===== src/rtl/cap_pkg.sv =====
package cap_pkg;
  typedef enum logic {
    EDGE_FALL = 1'b0,
    EDGE_RISE = 1'b1
  } edge_sel_e;
endpackage


===== src/rtl/cap_sync.sv =====
module cap_sync #(
  parameter int W = 1
) (
  input  logic         clk,
  input  logic         rst_n,
  input  logic [W-1:0] d_in,
  output logic [W-1:0] d_out
);
  logic [W-1:0] stage1;
  logic [W-1:0] stage2;

  generate
    for (genvar i = 0; i < W; i++) begin : g_bit
      always_ff @(posedge clk) begin
        if (!rst_n) begin
          stage1[i] <= 1'b0;
          stage2[i] <= 1'b0;
        end else begin
          stage1[i] <= d_in[i];
          stage2[i] <= stage1[i];
        end
      end
    end
  endgenerate

  assign d_out = stage2;
endmodule


===== src/rtl/cap_strobe.sv =====
module cap_strobe
  import cap_pkg::*;
#(
  parameter int DLY_W = 4
) (
  input  logic             clk,
  input  logic             rst_n,
  input  logic             cam_lvl,
  input  logic             edge_rise,
  input  logic [DLY_W-1:0] delay,
  output logic             rdy
);
  edge_sel_e        sel;
  logic             prev_lvl;
  logic             edge_seen;
  logic             armed;
  logic [DLY_W-1:0] wait_cnt;
  logic             fire;

  assign sel = edge_sel_e'(edge_rise);

  // previous camera-clock level, one core cycle old
  always_ff @(posedge clk) begin
    if (!rst_n) prev_lvl <= 1'b0;
    else        prev_lvl <= cam_lvl;
  end

  always_comb begin
    if (sel == EDGE_RISE) edge_seen = cam_lvl & ~prev_lvl;
    else                  edge_seen = ~cam_lvl & prev_lvl;
  end

  assign fire = (edge_seen && (delay == '0)) ||
                (armed && (wait_cnt == DLY_W'(1)));

  always_ff @(posedge clk) begin
    if (!rst_n) begin
      rdy      <= 1'b0;
      armed    <= 1'b0;
      wait_cnt <= '0;
    end else begin
      rdy <= fire;
      if (edge_seen && (delay != '0)) begin
        wait_cnt <= delay;
        armed    <= 1'b1;
      end else if (armed) begin
        wait_cnt <= wait_cnt - 1'b1;
        if (wait_cnt == DLY_W'(1)) armed <= 1'b0;
      end
    end
  end
endmodule


===== src/rtl/cap_line_counter.sv =====
module cap_line_counter #(
  parameter int CNT_W = 16,
  parameter int SW    = 2
) (
  input  logic             clk,
  input  logic             rst_n,
  input  logic             rdy,
  input  logic [SW-1:0]    sync_now,
  input  logic [SW-1:0]    sync_match,
  input  logic [CNT_W-1:0] line_len,
  output logic [CNT_W-1:0] count,
  output logic             line_req
);
  logic [CNT_W-1:0] nxt;

  assign nxt = count + 1'b1;

  always_ff @(posedge clk) begin
    if (!rst_n) begin
      count    <= '0;
      line_req <= 1'b0;
    end else if (rdy) begin
      if (sync_now == sync_match) begin
        count    <= '0;
        line_req <= 1'b0;
      end else if (nxt == line_len) begin
        count    <= '0;
        line_req <= 1'b1;
      end else begin
        count    <= nxt;
        line_req <= 1'b0;
      end
    end else begin
      line_req <= 1'b0;
    end
  end
endmodule


===== src/rtl/cam_capture_core.sv =====
module cam_capture_core #(
  parameter int DW    = 8,
  parameter int SW    = 2,
  parameter int DLY_W = 4,
  parameter int CNT_W = 16
) (
  input  logic             clk,
  input  logic             rst_n,
  input  logic             cam_clk_in,
  input  logic [DW-1:0]    cam_data_in,
  input  logic [SW-1:0]    cam_sync_in,
  input  logic             cfg_edge_rise,
  input  logic [DLY_W-1:0] cfg_delay,
  input  logic [SW-1:0]    cfg_sync_match,
  input  logic [CNT_W-1:0] cfg_line_len,
  output logic             pix_valid,
  output logic [DW-1:0]    pix_data,
  output logic [SW-1:0]    pix_sync,
  output logic [CNT_W-1:0] pix_count,
  output logic             line_req
);
  localparam int BUS_W = 1 + SW + DW;

  logic [BUS_W-1:0] raw_bus;
  logic [BUS_W-1:0] sync_bus;
  logic             cam_lvl;
  logic [SW-1:0]    sync_s;
  logic [DW-1:0]    data_s;
  logic             rdy;

  assign raw_bus = {cam_clk_in, cam_sync_in, cam_data_in};

  cap_sync #(.W(BUS_W)) u_sync (
    .clk   (clk),
    .rst_n (rst_n),
    .d_in  (raw_bus),
    .d_out (sync_bus)
  );

  assign cam_lvl = sync_bus[BUS_W-1];
  assign sync_s  = sync_bus[DW +: SW];
  assign data_s  = sync_bus[DW-1:0];

  cap_strobe #(.DLY_W(DLY_W)) u_strobe (
    .clk       (clk),
    .rst_n     (rst_n),
    .cam_lvl   (cam_lvl),
    .edge_rise (cfg_edge_rise),
    .delay     (cfg_delay),
    .rdy       (rdy)
  );

  // holding registers: data and sync latched together
  always_ff @(posedge clk) begin
    if (!rst_n) begin
      pix_valid <= 1'b0;
      pix_data  <= '0;
      pix_sync  <= '0;
    end else begin
      pix_valid <= rdy;
      if (rdy) begin
        pix_data <= data_s;
        pix_sync <= sync_s;
      end
    end
  end

  cap_line_counter #(.CNT_W(CNT_W), .SW(SW)) u_count (
    .clk        (clk),
    .rst_n      (rst_n),
    .rdy        (rdy),
    .sync_now   (sync_s),
    .sync_match (cfg_sync_match),
    .line_len   (cfg_line_len),
    .count      (pix_count),
    .line_req   (line_req)
  );
endmodule


===== config.mk =====
export PLATFORM = sky130hd
export DESIGN_NAME = cam_capture_core
export DESIGN_NICKNAME = d
export VERILOG_FILES = /design/src/rtl/cap_pkg.sv /design/src/rtl/cap_sync.sv /design/src/rtl/cap_strobe.sv /design/src/rtl/cap_line_counter.sv /design/src/rtl/cam_capture_core.sv
export SDC_FILE = /design/constraint.sdc
export NUM_CORES = 1
export LEC_CHECK = 0
export ABC_CLOCK_PERIOD_IN_PS = 4190
export BUFFER_PORTS_ARGS = -buffer_cell sky130_fd_sc_hd__buf_2
export CORE_ASPECT_RATIO = 0.8
export CORE_UTILIZATION = 50
export DETAILED_ROUTE_END_ITERATION = 10
export PLACE_DENSITY = 0.75
export SKIP_LAST_GASP = 1
export SYNTH_ARGS = -nofsm -noshare
export SYNTH_HDL_FRONTEND = slang
export SYNTH_HIERARCHICAL = 1
export SYNTH_SLANG_ARGS = --single-unit

===== constraint.sdc =====
create_clock -name clk -period 4.19 [get_ports clk]
set_clock_uncertainty 0.1 [all_clocks]
set_input_delay 0 -clock clk [delete_from_list [all_inputs] [get_ports clk]]
set_output_delay 0 -clock clk [all_outputs]
set_load 0.05 [all_outputs]

==> metrics.md, run 1 <==
| Metric | Value |
|---|---|
| Worst Path Arrival | `3600 ps` |
| Largest net degree at the start of global routing | `51` |
| Avg Cell Area, Syn | `9.46 um2` |
| Worst min-delay path startpoint | `cfg_sync_match[1]` |
| Net Switching | `0.290 mW` |
| Data required, critical path | `4350 ps` |
| Async SR Flop Fraction | `0%` |
| Logic pwr share | `8.6%` |
| Hold path endpoint | `u_count/line_req` |
| GRT overflow | `0` |
| Max clock buf depth | `2` |
| Layout cells sized above 1 | `30.3%` |
| Power share of the sequential group | `50.4%` |
| Syn nets | `341` |
| Status | `finished clean` |
| Mux cell area share after synthesis | `7.05%` |
| H-Tree Depth | `3` |
| Starting density of the core | `52.3%` |
| CTS Buf Count | `9` |
| Detailed-route DRC error count | `0` |
| Worst-path cell with the longest stage delay | `a21oi_2` |
| Complex-gate fraction of the synthesized area | `11.0%` |
| Register area | `1140 um2` |
| Die extent in y | `69.6 um` |
| Clock Tree Root | `clkbuf_8` |
| Number of enable flip-flop cells after synthesis | `0` |
| Crit-path cells | `ha_1, nand3_1, or4_4, xnor2_2, nor2_1, nor4_4, a21oi_2, or2b_1, a31oi_1` |
| Synth Area in Adders | `1.31%` |
| Type of origin of the critical path | `flop` |
| Post-Synth Simple-Gate Area | `29.3%` |
| Fill cell count | `486` |
| Post-Synthesis Cells | `302` |
| Design Power | `1.12 mW` |
| Gpl congestion | `0.854` |
| Max stage delay on crit path | `730 ps` |
| Worst hold path type | `in2reg` |
| DRT Pass-1 Iters | `4` |
| Die ar. | `6020 um2` |
| #FFs+latches synth | `57` |
| Worst slew pin tran | `898 ps` |
| CTS resizes | `0` |
| Hold Vio Cnt, Final | `0` |
| CP Buf/Inv Count | `0` |
| CP Class | `reg2reg` |
| Fin crit share | `82.1%` |
| R2R cell count | `9` |
| Vias in the first global route | `2,154` |
| Reg-to-reg endpoint | `u_count/count[6]` |
| Setup bufs post-CTS | `0` |
| Yosys cell types | `59` |
| Fmax | `0.291 GHz` |
| CP max FO | `22` |
| Global-route wire length before repair | `9740 um` |
| Clock Pin Slew Worst Setup and Hold Paths | `70 ps` |
| GRT Overall Usage | `21.1%` |
| Clock latency on the worst-skew pair | `330 ps` |
| Total number of vias | `2,354` |
| Die width | `86.5 um` |
| Min Tclk post-route | `3440 ps` |
| Final setup TNS | `0 ps` |
| Internal power | `0.827 mW` |
| Switching Share | `26.0%` |
| IO buf count | `63` |
| Hold buffer count at CTS | `15` |
| Pins over their slew limit | `0` |
| Slew HR | `40.1%` |
| HPWL Detailed | `3930 um` |
| Drt total wl | `5930 um` |
| RSZ-0062 raised after global routing | `no` |
| Sequential share of the synthesized area | `39.9%` |
| Peak VDD IR | `0.000265 V` |
| WL per Instance | `12.9 um` |
| Reg-to-reg startpoint | `u_count/count[0]` |
| Vias per cell | `5.14` |
| Pwr dens | `320 nW/um2` |
| N_diodes | `0` |
| CTS tree | `built` |
| Initial DRC count | `123` |
| Pleak | `1.42 nW` |
| Final setup fails | `0` |
| Xor and xnor fraction of the mapped netlist area | `6.70%` |
| R2R setup slack | `750 ps` |
| Initial antenna violation count | `0` |
| Multi-input logic area | `1580 um2` |
| Post-Place Cell Area | `3170 um2` |
| Final layout net count | `414` |
| Clk sinks | `57` |
| Top FF cell, synth | `dfxtp_1` |
| CP top delay family | `simple AND/OR/NAND/NOR gates` |
| Ports | `64` |
| Hold Crit Depth | `5` |
| Largest family of logic cells by synthesized area | `simple AND/OR/NAND/NOR gates` |
| Crit path capture type | `flop` |
| ANT nets after route | `0` |
| Core area | `5470 um2` |
| Ys Warns | `6` |
| Power share of the clock group | `41.0%` |
| Rows | `24` |
| Design area | `3500 um2` |
| Area growth syn-to-layout | `22.4%` |
| Synthesized area | `2860 um2` |
| Max Cap Violations | `0` |
==> layout make-up <==
type	count	share of cell area [%]
clock inverters	7	1.54
clock buffers	9	3.54
well taps	78	2.79
repair buffers	79	13.5
flip-flops and latches	57	32.6
multi-input cells	221	45.2
inverters	7	0.751
==> sequential cells by signal, summed over array words and instances, names as in the netlist <==
signal / flops
u_strobe/wait_cnt: 4
u_count/line_req: 1
pix_data: 8
u_count/count: 16
pix_sync: 2
u_strobe/rdy: 1
pix_valid: 1
u_sync/stage1: 11
u_sync/d_out: 11
u_strobe/armed: 1
u_strobe/prev_lvl: 1
==> power by group through the flow <==
stage	clock, mW	sequential [mW]	combinational (mW)
detailed placement	0	0.575	0.0850
global placement	0	0.575	0.0834
global route	0.495	0.564	0.108
CTS	0.473	0.563	0.0961
floorplan	0	0.574	0.0573
finish	0.458	0.563	0.0967
==> placed cells by master, fill, tap and decap left out, types with 2 or more instances in the layout <==
cell           synthesis  final
a21oi_1               11     11
a22o_1                 4      4
a31oi_1                4      4
a32oi_1                2      2
and2_1                 8      8
and2_2                17     17
and3_1                 2      2
buf_2                  6     63
clkbuf_8               0      9
clkinvlp_4             0      3
dfxtp_1               57     57
dlygate4sd3_1          0     15
ha_1                   3      3
inv_1                  7      7
inv_6                  0      2
mux2i_1               19     19
nand2_1               20     20
nand2b_1               5      5
nand3_1               10     10
nand3b_1               4      4
nand4_1                3      3
nand4_2                2      2
nor2_1                13     13
nor2b_1               18     18
nor3_1                 6      6
nor3b_1                3      3
nor4_1                 4      4
nor4_4                 2      2
o21ai_0                8      8
o311a_1                2      2
or2_2                  2      2
or3_1                  2      2
or4_4                  3      3
xnor2_1               15     15
xor2_1                 5      5
==> cells in the mapped netlist (all sizes together), types with 10 or more instances <==
master	count	area [um2]
dfxtp	57	1140
mux2i	19	190
nor2	13	48.8
xnor2	16	148
o21ai	10	53.8
and2	25	178
a21oi	12	63.8
nand2	20	75.1
nor2b	18	113
buf	13	93.8
nand3	11	67.6
==> stage by stage <==
stage,worst slack [ps],util [%],cells,hold WS [ps]
4_1_cts,792,64.0,458,68.0
2_1_floorplan,1140,-,302,21.7
5_1_grt,502,64.0,458,97.6
6_report,748,64.0,458,81.6
3_5_place_dp,792,58.0,427,110
3_3_place_gp,961,58.0,427,105
==> how the worst max path moves through the flow <==
stage | start | to | slack (ps) | cells past startpoint
floorplan | u_count/count[0] | u_count/count[10] | 1140 | 10
global route | u_count/count[0] | u_count/count[6] | 500 | 9
finish | u_count/count[0] | u_count/count[6] | 750 | 9
CTS | u_count/count[0] | u_count/count[6] | 790 | 9
global placement | u_count/count[0] | u_count/count[6] | 960 | 9
detailed placement | u_count/count[0] | u_count/count[6] | 790 | 9
==> routing by layer <==
layer  part of all wire [%]  track usage (%)
met1                     47             27.3
met2                     46             32.5
met3                    4.1             5.48
met4                    2.3             10.4
met5                      0                0
==> worst min-delay path, delay by kind of cell <==
| family | cells | cell delay (ps) |
|---|---|---|
| XOR/XNOR | 1 | 110 |
| buffers and inverters | 1 | 90 |
| AND/OR/NAND/NOR | 3 | 280 |
==> cell families after synthesis <==
logic type,after synthesis
xor+xnor,21
compound gates,45
simple gates,132
buf+inv,24
fa+ha+maj,3
mux,20
flops,57
(Power assumes the default switching activity.)
==> inputs of run 2 (changes only) <==
--- a/config.mk
+++ b/config.mk
@@ -5,12 +5,12 @@
 export SDC_FILE = /design/constraint.sdc
 export NUM_CORES = 1
 export LEC_CHECK = 0
-export ABC_CLOCK_PERIOD_IN_PS = 4190
+export ABC_CLOCK_PERIOD_IN_PS = 2900
 export BUFFER_PORTS_ARGS = -buffer_cell sky130_fd_sc_hd__buf_2
 export CORE_ASPECT_RATIO = 0.8
-export CORE_UTILIZATION = 50
+export CORE_UTILIZATION = 49
 export DETAILED_ROUTE_END_ITERATION = 10
-export PLACE_DENSITY = 0.75
+export PLACE_DENSITY = 0.76
 export SKIP_LAST_GASP = 1
 export SYNTH_ARGS = -nofsm -noshare
 export SYNTH_HDL_FRONTEND = slang
==> constraint.sdc (replaced) <==
create_clock -name clk -period 2.9 [get_ports clk]
set_clock_uncertainty 0.1 [all_clocks]
set_input_delay 0 -clock clk [delete_from_list [all_inputs] [get_ports clk]]
set_output_delay 0 -clock clk [all_outputs]
set_load 0.05 [all_outputs]
==> run 2 against run 1 <==
Effect of this change: worst hold slack improved by 45 ps; sequential power rose by 45%; non-clock buffer count rose by 19; power rose by 59%; sequential share of layout area fell by 1.9 points; global-route usage rose by 1.6 points; die area rose by 2.0%; critical endpoint is now u_count/count[11]; register-to-register slack got worse by 590 ps; combinational power rose by 53%; count of clock-buffer cells in the layout did not move.
==> metrics.md, run 2 (same netlist as run 1, synthesis figures left out) <==
| Metric | Value |
|---|---|
| Clk sinks | `57` |
| Drt total wl | `6490 um` |
| Die ar. | `6140 um2` |
| Worst hold path type | `in2reg` |
| Worst slew pin tran | `687 ps` |
| Vias per cell | `5.23` |
| CP Depth | `9` |
| Crit-path cells | `ha_2, nand3_2, or3_4, nor4_2, a21oi_1, nor4_4, a21bo_2, o21ai_0, a31o_2` |
| Power share of the sequential group | `45.9%` |
| HPWL Detailed | `4360 um` |
| DRT Pass-1 Iters | `4` |
| Status | `finished clean` |
| Fmax | `0.364 GHz` |
| Data required, critical path | `3030 ps` |
| Hold Crit Depth | `5` |
| Switching Share | `22.9%` |
| Slew HR | `54.1%` |
| Pins over their slew limit | `0` |
| CP Buf/Inv Count | `0` |
| Register area | `1140 um2` |
| Die width | `87.4 um` |
| Fill cell count | `442` |
| Max reg flops | `16` |
| Final layout net count | `433` |
| ANT nets after route | `0` |
| Vias in the first global route | `2,311` |
| CP max FO | `6` |
| Fin crit share | `94.7%` |
| Net Switching | `0.405 mW` |
| Total number of vias | `2,491` |
| Max clock buf depth | `2` |
| Gpl congestion | `0.800` |
| Ports | `64` |
| CTS tree | `built` |
| H-Tree Depth | `3` |
| R2R setup slack | `150 ps` |
| CP top delay family | `simple AND/OR/NAND/NOR gates` |
| Initial antenna violation count | `0` |
| Largest register by flop count | `u_count/count` |
| Type of origin of the critical path | `flop` |
| Crit path capture type | `flop` |
| Post-Layout Cell Count | `476` |
| Final core occ | `67.4%` |
| Min Tclk post-route | `2750 ps` |
| Multi-input logic area | `1620 um2` |
| GRT overflow | `0` |
| Post-Place Cell Area | `3280 um2` |
| Rows | `24` |
| Die extent in y | `70.3 um` |
| Layout cells sized above 1 | `34.9%` |
| Starting density of the core | `51.7%` |
| Hold path endpoint | `u_count/line_req` |
| Most common cell after layout, fill and taps aside | `buf_2` |
| N_diodes | `0` |
| Global-route wire length before repair | `10,600 um` |
| Area growth syn-to-layout | `30.3%` |
| Commonest non-fill, non-tap cells in the layout | `63 x buf_2, 54 x dfxtp_1, 20 x nand2_1` |
| Clock latency on the worst-skew pair | `330 ps` |
| Detailed-route DRC error count | `0` |
| GRT Overall Usage | `22.7%` |
| Clock Tree Root | `clkbuf_8` |
| Clock Pin Slew Worst Setup and Hold Paths | `70 ps` |
| Reg-to-reg startpoint | `u_count/count[1]` |
| Largest net degree at the start of global routing | `30` |
| Worst Path Arrival | `2880 ps` |
| WL per Instance | `13.6 um` |
| Worst-path cell with the longest stage delay | `nor4_4` |
| Max stage delay on crit path | `410 ps` |
| Peak VDD IR | `0.000478 V` |
| IO buf count | `63` |
| Final setup fails | `0` |
| R2R cell count | `9` |
| Core area | `5530 um2` |
| Pwr dens | `476 nW/um2` |
| Pleak | `1.55 nW` |
| CP Class | `reg2reg` |
| Design area | `3720 um2` |
| Reg-to-reg endpoint | `u_count/count[11]` |
| Hold Vio Cnt, Final | `0` |
| Max Cap Violations | `0` |
| Internal power | `1.37 mW` |
| Power share of the clock group | `45.7%` |
| Placed Instances | `441` |
| Logic pwr share | `8.4%` |
| Worst min-delay path startpoint | `cfg_sync_match[1]` |
| Initial DRC count | `136` |
| CTS Buf Count | `9` |
## run 2: cell types whose count changed in the layout (fill, tap and decap cells not counted), moves of 2 or more
cell	delta
dlygate4sd3_1	+3
buf_4	+16
bufinv_16	+2
dfxtp_2	+3
dfxtp_1	-3
## run 2: repair_timing
action | 4_1_cts | 5_1_grt
hold buffers | 18 | 0
endpoints found under the setup margin | 6 | 10
pin swaps | 0 | 2
buffers inserted | 0 | 2
hold endpoints to repair | 22 | 0
gates resized for setup | 1 | 7
## run 2: power groups by stage
stage / registers [mW] / logic, mW / clock network (mW)
2_1_floorplan: 0.829 / 0.0828 / 0
3_3_place_gp: 0.830 / 0.121 / 0
3_5_place_dp: 0.831 / 0.126 / 0
4_1_cts: 0.813 / 0.145 / 0.826
5_1_grt: 0.815 / 0.164 / 0.869
6_report: 0.814 / 0.148 / 0.810
## run 2: worst register-to-register path, delay by kind of cell (launching register included)
family                     cells  cell delay, ps
and+or+nand+nor                4            1230
AOI/OAI and AO/OA              4             730
DFF                            1             380
adders and majority gates      1             210
## run 2: metal layers
layer / vias to the layer above / global-route usage, % / part of all wire (%)
li1: 1238 / - / -
met1: 1155 / 28.0 / 43
met2: 83 / 36.5 / 49
met3: 15 / 8.63 / 6.3
met4: 0 / 7.10 / 1.7
met5: - / 0 / 0
## run 2: area by class of cell
class,instances,area share [%]
Tap cell,78,2.62
Timing Repair Buffer,98,16.7
Multi-Input combinational cell,221,43.4
Clock inverter,6,2.49
Sequential cell,57,30.7
Clock buffer,9,3.33
Inverter,7,0.706
## run 2: worst max-delay path by stage
stage,from,endpoint,slack (ps)
after floorplan,u_count/count[7],u_count/count[10],6
after global placement,u_count/count[1],u_count/count[11],70
after detailed placement,u_count/count[1],u_count/count[12],-10
after CTS,u_count/count[1],u_count/count[12],70
after global routing,u_count/count[4],u_count/count[12],-4
final,u_count/count[1],u_count/count[11],150
## run 2: stage by stage
step           setup slack, ps  hold slack, ps  setup TNS (ps)  power (mW)
2_1_floorplan             6.17            21.7               0       0.911
3_3_place_gp              74.5             107               0       0.952
3_5_place_dp             -13.3             111           -13.3       0.957
4_1_cts                   69.1            71.7               0        1.78
5_1_grt                  -4.12             151           -4.12        1.85
6_report                   153             126               0        1.77
